--- src/rtl/bkup_pwr_pkg.sv ---
package bkup_pwr_pkg;
  typedef enum logic [1:0] {
    MODE_ACTIVE = 2'b00,
    MODE_ENTER  = 2'b01,
    MODE_BACKUP = 2'b10,
    MODE_WAKING = 2'b11
  } pwr_mode_e;
endpackage

--- src/rtl/bkup_rst_sync.sv ---
module bkup_rst_sync #(
  parameter int STAGES = 2
) (
  input  logic clk,
  input  logic rst_n_async,
  output logic rst_n_sync
);
  logic [STAGES-1:0] chain_q;

  always_ff @(posedge clk or negedge rst_n_async) begin
    if (!rst_n_async) chain_q <= '0;
    else              chain_q <= {chain_q[STAGES-2:0], 1'b1};
  end

  assign rst_n_sync = chain_q[STAGES-1];
endmodule

--- src/rtl/bkup_wake_in.sv ---
module bkup_wake_in #(
  parameter int N_WAKE = 4
) (
  input  logic              clk,
  input  logic              rst_n,
  input  logic              force_wake_n,
  input  logic [N_WAKE-1:0] wake_src,
  input  logic [N_WAKE-1:0] wake_en,
  output logic              wake_any
);
  logic              fw_s1_n, fw_s2_n;
  logic [N_WAKE-1:0] src_s2;

  always_ff @(posedge clk or negedge rst_n) begin
    if (!rst_n) begin
      fw_s1_n <= 1'b1;
      fw_s2_n <= 1'b1;
    end else begin
      fw_s1_n <= force_wake_n;
      fw_s2_n <= fw_s1_n;
    end
  end

  for (genvar g = 0; g < N_WAKE; g++) begin : g_src
    logic s1_q, s2_q;
    always_ff @(posedge clk or negedge rst_n) begin
      if (!rst_n) begin
        s1_q <= 1'b0;
        s2_q <= 1'b0;
      end else begin
        s1_q <= wake_src[g];
        s2_q <= s1_q;
      end
    end
    assign src_s2[g] = s2_q;
  end

  assign wake_any = !fw_s2_n || |(src_s2 & wake_en);

  // a synchronised force-wake follows the pin with two stages of delay
  a_r5_sync_delay: assert property (@(posedge clk) disable iff (!rst_n)
    $fell(fw_s2_n) |-> $past(fw_s1_n) == 1'b0);
endmodule

--- src/rtl/bkup_settle_timer.sv ---
module bkup_settle_timer #(
  parameter int CNT_W      = 8,
  parameter int DEF_SETTLE = 64
) (
  input  logic             clk,
  input  logic             rst_n,
  input  logic             start,
  input  logic             run,
  input  logic [CNT_W-1:0] cfg,
  output logic             done
);
  localparam logic [CNT_W-1:0] DEF_VAL = CNT_W'(DEF_SETTLE);

  logic [CNT_W-1:0] cnt_q, cnt_d, limit, last;

  assign limit = (cfg == '0) ? DEF_VAL : cfg;
  assign last  = limit - CNT_W'(1);
  assign done  = run && (cnt_q == last);

  always_comb begin
    cnt_d = cnt_q;
    if (start)    cnt_d = '0;
    else if (run) cnt_d = cnt_q + CNT_W'(1);
  end

  always_ff @(posedge clk or negedge rst_n) begin
    if (!rst_n)            cnt_q <= '0;
    else if (start || run) cnt_q <= cnt_d;
  end

  // the count never passes the selected settle length
  a_r7_cnt_bounded: assert property (@(posedge clk) disable iff (!rst_n)
    run |-> cnt_q < limit);
endmodule

--- src/rtl/bkup_pwr_fsm.sv ---
module bkup_pwr_fsm
  import bkup_pwr_pkg::*;
(
  input  logic      clk,
  input  logic      rst_n,
  input  logic      wr,
  input  logic      wdata,
  input  logic      wake_any,
  input  logic      timer_done,
  output logic      timer_start,
  output logic      timer_run,
  output logic      shdn_n,
  output logic      ready,
  output logic      regoff,
  output pwr_mode_e mode
);
  pwr_mode_e state_q, state_d;
  logic      shdn_n_q, ready_q, regoff_q;
  logic      regoff_d, accept;

  assign accept = (state_q == MODE_ACTIVE) && wr && wdata && !wake_any;

  always_comb begin
    state_d     = state_q;
    timer_start = 1'b0;
    timer_run   = 1'b0;
    unique case (state_q)
      MODE_ACTIVE: if (regoff_q) state_d = MODE_ENTER;
      MODE_ENTER:  state_d = MODE_BACKUP;
      MODE_BACKUP: if (wake_any) begin
                     state_d     = MODE_WAKING;
                     timer_start = 1'b1;
                   end
      MODE_WAKING: begin
                     timer_run = 1'b1;
                     if (timer_done) state_d = MODE_ACTIVE;
                   end
      default:     state_d = MODE_ACTIVE;
    endcase
  end

  always_comb begin
    regoff_d = regoff_q;
    if (accept)                          regoff_d = 1'b1;
    else if (state_d == MODE_BACKUP)     regoff_d = 1'b0;
  end

  always_ff @(posedge clk or negedge rst_n) begin
    if (!rst_n) begin
      state_q  <= MODE_ACTIVE;
      shdn_n_q <= 1'b1;
      ready_q  <= 1'b1;
      regoff_q <= 1'b0;
    end else begin
      state_q  <= state_d;
      shdn_n_q <= !(state_d == MODE_ENTER || state_d == MODE_BACKUP);
      ready_q  <= (state_d == MODE_ACTIVE);
      regoff_q <= regoff_d;
    end
  end

  assign shdn_n = shdn_n_q;
  assign ready  = ready_q;
  assign regoff = regoff_q;
  assign mode   = state_q;

  // regulator disabled while in backup
  a_r4_shdn_low_backup: assert property (@(posedge clk) disable iff (!rst_n)
    (state_q == MODE_BACKUP) |-> !shdn_n_q);
  // supply ready reported only when active
  a_r4_ready_active: assert property (@(posedge clk) disable iff (!rst_n)
    ready_q |-> state_q == MODE_ACTIVE);
  // the control bit is clear once backup is reached
  a_r2_self_clear: assert property (@(posedge clk) disable iff (!rst_n)
    (state_q == MODE_BACKUP) |-> !regoff_q);
  // a wake in backup re-enables the regulator at the next edge
  a_r5_wake_exit: assert property (@(posedge clk) disable iff (!rst_n)
    (state_q == MODE_BACKUP && wake_any) |=> (state_q == MODE_WAKING && shdn_n_q));
  // a request meeting a pending wake is dropped
  a_r8_drop_on_wake: assert property (@(posedge clk) disable iff (!rst_n)
    (state_q == MODE_ACTIVE && wr && wdata && wake_any && !regoff_q) |=> !regoff_q);
endmodule

--- src/rtl/bkup_pwr_ctl.sv ---
module bkup_pwr_ctl
  import bkup_pwr_pkg::*;
#(
  parameter int N_WAKE     = 4,
  parameter int CNT_W      = 8,
  parameter int DEF_SETTLE = 64
) (
  input  logic              clk_slow,
  input  logic              rst_n,
  input  logic              ctl_wr_i,
  input  logic              ctl_regoff_i,
  input  logic [CNT_W-1:0]  settle_cycles_i,
  input  logic              force_wake_n_i,
  input  logic [N_WAKE-1:0] wake_src_i,
  input  logic [N_WAKE-1:0] wake_en_i,
  input  logic              sleep_i,
  output logic              shdn_n_o,
  output logic              supply_ready_o,
  output logic [1:0]        mode_o,
  output logic              regoff_bit_o,
  output logic              sleep_wake_o
);
  logic      rst_n_s, wake_any, t_start, t_run, t_done;
  pwr_mode_e mode;

  bkup_rst_sync #(.STAGES(2)) u_rst (
    .clk(clk_slow), .rst_n_async(rst_n), .rst_n_sync(rst_n_s));

  bkup_wake_in #(.N_WAKE(N_WAKE)) u_wake (
    .clk(clk_slow), .rst_n(rst_n_s), .force_wake_n(force_wake_n_i),
    .wake_src(wake_src_i), .wake_en(wake_en_i), .wake_any(wake_any));

  bkup_settle_timer #(.CNT_W(CNT_W), .DEF_SETTLE(DEF_SETTLE)) u_timer (
    .clk(clk_slow), .rst_n(rst_n_s), .start(t_start), .run(t_run),
    .cfg(settle_cycles_i), .done(t_done));

  bkup_pwr_fsm u_fsm (
    .clk(clk_slow), .rst_n(rst_n_s), .wr(ctl_wr_i), .wdata(ctl_regoff_i),
    .wake_any(wake_any), .timer_done(t_done), .timer_start(t_start),
    .timer_run(t_run), .shdn_n(shdn_n_o), .ready(supply_ready_o),
    .regoff(regoff_bit_o), .mode(mode));

  assign mode_o       = mode;
  assign sleep_wake_o = sleep_i && wake_any;
endmodule

--- config.mk ---
export PLATFORM = sky130hd
export DESIGN_NAME = bkup_pwr_ctl
export DESIGN_NICKNAME = d
export VERILOG_FILES = /design/src/rtl/bkup_pwr_pkg.sv /design/src/rtl/bkup_rst_sync.sv /design/src/rtl/bkup_wake_in.sv /design/src/rtl/bkup_settle_timer.sv /design/src/rtl/bkup_pwr_fsm.sv /design/src/rtl/bkup_pwr_ctl.sv
export SDC_FILE = /design/constraint.sdc
export NUM_CORES = 1
export LEC_CHECK = 0
export ABC_AREA = 1
export CORE_UTILIZATION = 25
export CTS_CLUSTER_DIAMETER = 60
export DETAILED_ROUTE_END_ITERATION = 8
export DONT_BUFFER_PORTS = 1
export PLACE_DENSITY = 0.39
export REMOVE_ABC_BUFFERS = 1
export SYNTH_ARGS = -nofsm -noshare
export SYNTH_HDL_FRONTEND = slang
export SYNTH_SLANG_ARGS = --single-unit
--- constraint.sdc ---
create_clock -name clk_slow -period 1.07 [get_ports clk_slow]
set_input_delay 0.107 -clock clk_slow [delete_from_list [all_inputs] [get_ports clk_slow]]
set_output_delay 0.107 -clock clk_slow [all_outputs]
set_load 0.02 [all_outputs]
== Word-level counts from Yosys, hierarchy flattened ==
Index checks and enable logic that the tools add are counted.

* Logic and storage cells: 55
* Flip-flop bits (word level): 25

* Equality and inequality tests: 6
* Bitwise gates (word level): 1
* Muxes and demuxes: 12
* $add $sub $neg: 2
* Reduce and logical (&&, ||, !) cells: 18

{| class="wikitable"
|+ Operators by type and width
! cell !! number
|-
| two-way mux 8 bit || 3
|-
| adder 8 x 1 -> 8 bit (second input constant) || 1
|-
| equality test 8 bit || 1
|-
| zero test 8 bit || 1
|-
| one-hot mux 2 bit (4 select lines) || 1
|-
| subtractor 8 x 1 -> 8 bit (second input constant) || 1
|-
| equality test 2 bit (second input constant) || 3
|-
| two-way mux 2 bit || 3
|-
| logical AND 1 bit || 5
|-
| two-way mux 1 bit || 5
|-
| AND 4 bit || 1
|-
| equality test 2 x 1 -> 1 bit (second input constant) || 2
|-
| zero test 2 bit || 2
|-
| nonzero test 2 bit || 2
|-
| OR reduction 4 bit || 1
|-
| zero test 1 bit || 3
|-
| logical OR 1 bit || 3
|-
| AND reduction 2 bit || 1
|}

== Logic depth before layout (Yosys ltp) ==
* Depth in word-level cells: 10
* Depth in mapped cells: 16
* Gate-level depth less buffers: 16

== Modules after synthesis ==
Synthesis repeated with hierarchy kept, for this count alone.

* Cells, all modules: 179
* Area, all modules: 1,378.8 sq um

{| class="wikitable"
|+ By module, submodules not included
! module !! times used !! cells an instance !! area each (sq um) !! sequential area each (sq um)
|-
| bkup_settle_timer || 1 || 124 || 769.5 || 200.2
|-
| bkup_wake_in || 1 || 20 || 290.3 || 252.7
|-
| bkup_pwr_fsm || 1 || 30 || 257.7 || 127.6
|-
| bkup_rst_sync || 1 || 3 || 53.8 || 50.0
|-
| bkup_pwr_ctl || 1 || 2 || 7.5 || 0.0
|}

== Worst setup path after synthesis ==
OpenSTA, ideal clock, no wires.

* Kind: reg2reg
* Start: reg u_wake.fw_s2_n
* End: reg u_fsm.regoff_q, in the netlist u_fsm.regoff
* Arrival: 1.416 ns
* Setup slack: -0.472 ns
* Cell stages (with the launch flop): 9
* Period minus slack after synthesis: 1.542 ns
* Path through: dfstp_2 nand3_1 a221oi_1 nor2_1 nand2_1 nand3_2 inv_1 ha_1 o21ai_0

* Word-level cells in the longest chain between the ends: 6
* Elaborated cells between the ends (all ways): 9

{| class="wikitable"
|+ RTL lines
! what !! line !! text
|-
| from (decl) || bkup_wake_in.sv:11 || <nowiki>logic fw_s1_n, fw_s2_n;</nowiki>
|-
| from (signal assigned) || bkup_wake_in.sv:20 || <nowiki>fw_s2_n <= fw_s1_n;</nowiki>
|-
| zero test 1 bit || bkup_wake_in.sv:38 || <nowiki>assign wake_any = !fw_s2_n || |(src_s2 & wake_en);</nowiki>
|-
| logical OR 1 bit || bkup_wake_in.sv:38 ||
|-
| two-way mux 2 bit || bkup_pwr_fsm.sv:30 || <nowiki>MODE_BACKUP: if (wake_any) begin</nowiki>
|-
| one-hot mux 2 bit (4 select lines) || bkup_pwr_fsm.sv:27 || <nowiki>unique case (state_q)</nowiki>
|-
| net u_fsm.state_d[0] || bkup_pwr_fsm.sv:17 || <nowiki>pwr_mode_e state_q, state_d;</nowiki>
|-
| equality test 2 bit || bkup_pwr_fsm.sv:45 || <nowiki>else if (state_d == MODE_BACKUP) regoff_d = 1'b0;</nowiki>
|-
| nonzero test 2 bit (no source line) || - ||
|-
| to (signal assigned) || bkup_pwr_fsm.sv:58 || <nowiki>regoff_q <= regoff_d;</nowiki>
|-
| to (decl) || bkup_pwr_fsm.sv:18 || <nowiki>logic shdn_n_q, ready_q, regoff_q;</nowiki>
|}

The timed path passes the listed nets, and every way through them passes these cells.
A chain may end at the register's enable or synchronous reset.

== Worst setup path after layout ==
* Start: reg u_timer.cnt_q[4]
* End: reg u_fsm.regoff_q, in the netlist u_fsm.regoff

* Word-level cells in the longest chain between the ends: 6

{| class="wikitable"
|+ RTL lines
! what !! line !! text
|-
| from (decl) || bkup_settle_timer.sv:14 || <nowiki>logic [CNT_W-1:0] cnt_q, cnt_d, limit, last;</nowiki>
|-
| from (signal assigned) || bkup_settle_timer.sv:28 || <nowiki>else if (start || run) cnt_q <= cnt_d;</nowiki>
|-
| equality test 8 bit || bkup_settle_timer.sv:18 || <nowiki>assign done = run && (cnt_q == last);</nowiki>
|-
| logical AND 1 bit || bkup_settle_timer.sv:18 ||
|-
| two-way mux 2 bit || bkup_pwr_fsm.sv:36 || <nowiki>if (timer_done) state_d = MODE_ACTIVE;</nowiki>
|-
| one-hot mux 2 bit (4 select lines) || bkup_pwr_fsm.sv:27 ||
|-
| equality test 2 bit || bkup_pwr_fsm.sv:45 ||
|-
| nonzero test 2 bit (no source line) || - ||
|}

Every way passes these cells.

==> results.md <==
* GP Congestion at 0.7617
* HPWL after DPL at 2.131 mm
* H-tree levels at 1
* Pre-antenna DRT Iters at 4
* Final Cycle Share at 150.7%
* Total power draw at 3.765 mW
* Area of the core at 4848 um^2
* Area of the die at 5466 um^2
* Worst r2r path cells at 14
* CTS tree: yes
* Vias per cell at 4.207
* Switching Fraction at 36.44%
* Global-route wire length before repair at 4.629 mm
* Grt ovf at 0
* Worst skew pair latency at 0.27 ns
* Max VDD drop at 0.9305 mV
* Placed cell count at 248
* Flop pwr share at 34.7%
* Post-route ant nets at 0
* R2r setup slk at -0.54 ns
* Final instance area at 1903 um^2
* Final min period at 1.612 ns
* Yosys reg bits at 25
* Initial DRC Count at 19
* Final net count at 226
* RSZ-0062 raised after global routing: yes
* Critical Path Fanout Max at 3
* Crit Reg-Reg Startpoint: u_timer.cnt_q[4]$_DFFE_PN0P_
* Mapped cell area at 1294 um^2
* Antenna violations before repair at 0
* Worst Setup End Kind: register
* Share of cells above drive strength 1 at 37.69%
* Final Hold Viols at 0
* Number of max-cap violations at 0
* Max clock buf depth at 2
* Pin count of the biggest net entering global routing at 24
* WL final at 2.897 mm
* Wirelength per Cell at 10.89 um
* Syn_area_per_cell at 8.401 um^2
* Synth Warn # at 0
* Status: finished, violations left
* Largest area contributor in the synthesized netlist: dfrtp_1
* Tot GR Track Use at 11.17%
* Starting density of the core at 26.68%
* Synth top area cells: dfrtp_1 (41%), nand2_1 (11%), dfstp_2 (8.1%)
* Combinational share of power at 50.7%
* Clk slew on worst S/H paths at 0.09 ns
* Post-Syn Instances at 154
* PwrDens at 1978 nW/um^2
* Min-Delay Path Class: primary input to async pin
* Chip width at 73.94 um
* Cell-internal power at 2.393 mW
* Number of port buffers at 0
* Area post-placement at 1580 um^2
* CTS sink count at 25
* Chip Height at 73.94 um
* CTS Buf Count at 3
* Root buffer cell: clkbuf_8
* Final core utilization at 39.25%
* Vias in the first global route at 1103
* Residual DRC at 0
* Switching power of the nets at 1.372 mW
* Sequential area share after synthesis at 48.74%
* LEAKAGE at 0.9153 nW
* # IOs at 28
* Final slew viol count at 0
* Final setup vio count at 14
* Startpoint types: register
* F_max at 0.6203 GHz
* Required time of the critical path at 1.26 ns
* Antenna Cells at 0
* Fillers at 489
* # rows at 25
* Worst EP arrival at 1.80 ns
* Place WS at -0.6854 ns
* Skew final at 0.007593 ns
* RR Endpoint: u_fsm.regoff$_DFFE_PN0P_
* Yosys cell types at 23
* Class of the most critical setup path: register to register
* Cell Count, Final, Fillers Out at 266
* Layout area overhead at 47.10%
* Synth top area share at 40.62%
* Clock power share at 14.6%
* Failing checks: negative setup slack
* Vias at 1119
* Worst setup margin at -0.5421 ns
how the worst max path moves through the flow:
stage | from | end | slack [ns]
final | u_timer.cnt_q[4]$_DFFE_PN0P_ | u_fsm.regoff$_DFFE_PN0P_ | -0.54
after global routing | u_timer.cnt_q[4]$_DFFE_PN0P_ | u_fsm.regoff$_DFFE_PN0P_ | -0.72
after CTS | u_timer.cnt_q[4]$_DFFE_PN0P_ | u_fsm.regoff$_DFFE_PN0P_ | -0.58
after detailed placement | settle_cycles_i[1] | u_fsm.regoff$_DFFE_PN0P_ | -0.69
after global placement | settle_cycles_i[1] | u_fsm.regoff$_DFFE_PN0P_ | -0.61
after floorplan | u_wake.fw_s2_n$_DFF_PN1_ | u_fsm.regoff$_DFFE_PN0P_ | -0.47
routing by layer:
layer,wire length [um],GRT usage [%]
met3,164,2.710
met2,1449,19.39
met1,1244,12.97
met4,40,5.128
met5,0,0
worst max-delay path: stages, from the launching register on:
cell,delay (ns)
dfrtp_1,0.42
inv_2,0.07
nand2_1,0.04
nand2_1,0.07
inv_1,0.04
nand2_1,0.06
nand2_1,0.05
nor2_1,0.10
nand3_1,0.10
nor2_2,0.11
nand3_1,0.08
nand2_1,0.10
inv_2,0.05
ha_4,0.15
o21ai_2,0.10
area by class of cell:
cell class / count / area (um^2) / share of cell area (%)
multi-input combinational: 105 / 710.7 / 37.34
sequential: 25 / 630.6 / 33.14
timing repair buffer: 41 / 342.8 / 18.01
inverter: 24 / 90.09 / 4.734
tap: 67 / 83.83 / 4.405
clock buffer: 4 / 45.04 / 2.367
logic make-up after synthesis:
logic type	synth area share (%)
xor+xnor	7.447
compound gates	5.223
flops	48.74
simple gates	27.47
buf+inv	6.963
other cells	0.2899
fa+ha+maj	3.869
cell usage in the layout, fill, tap and decap left out, types with 5 or more instances in the layout:
cell,instances
xor2_1,6
inv_2,5
xnor2_1,5
nand3_1,8
nor2_2,6
inv_1,19
dlygate4sd3_1,8
nor2_1,12
buf_4,29
dfrtp_1,21
nand3_2,5
nand2_1,34
per-stage QoR:
stage               TNS [ns]  hold WS [ns]
global route          -6.645       0.05617
global placement      -5.817       -0.1885
CTS                   -5.138       0.05672
finish                -4.967       0.05724
detailed placement    -6.110       -0.1885
floorplan             -3.695       -0.1886
repair_timing:
| action | in CTS | in global routing |
|---|---|---|
| resized for setup | 19 | 24 |
| pin swaps | 15 | 23 |
| buffers inserted | 12 | 5 |
| setup endpoints to repair | 15 | 15 |
| hold buffers | 8 | 0 |
| hold endpoints to repair | 8 | 0 |
| gates cloned | 0 | 0 |
Yosys cell counts:
| master | n |
|---|---|
| o21ai_0 | 2 |
| nand2_2 | 2 |
| conb_1 | 1 |
| a221oi_1 | 1 |
| nand3_2 | 2 |
| nand3b_1 | 1 |
| inv_2 | 1 |
| dfrtp_1 | 21 |
| xor2_1 | 6 |
| ha_1 | 4 |
| o21ai_4 | 1 |
| xnor2_1 | 5 |
| dfstp_2 | 4 |
| nor2_1 | 16 |
| and2_1 | 1 |
| a21oi_1 | 4 |
| inv_1 | 23 |
| o22ai_1 | 2 |
| nand4_1 | 4 |
| nand2_1 | 37 |
| nor3_1 | 1 |
| nor2_2 | 4 |
| nand3_1 | 11 |
power groups by stage:
| stage | logic, mW | registers [mW] | clock network, mW |
|---|---|---|---|
| 2_1_floorplan | 0.742 | 1.35 | 0 |
| 3_3_place_gp | 1.39 | 1.31 | 0 |
| 3_5_place_dp | 1.39 | 1.32 | 0 |
| 4_1_cts | 1.66 | 1.30 | 0.576 |
| 5_1_grt | 2.11 | 1.33 | 0.619 |
| 6_report | 1.91 | 1.31 | 0.551 |
sequential cells by signal, indices dropped and copies added (netlist names), 2 cells and up:
name,cells
u_rst.chain_q,2
u_timer.cnt_q,8
u_fsm.mode,2
u_wake.g_src.s2_q,4
u_wake.g_src.s1_q,4
(Power assumes the default switching activity.)
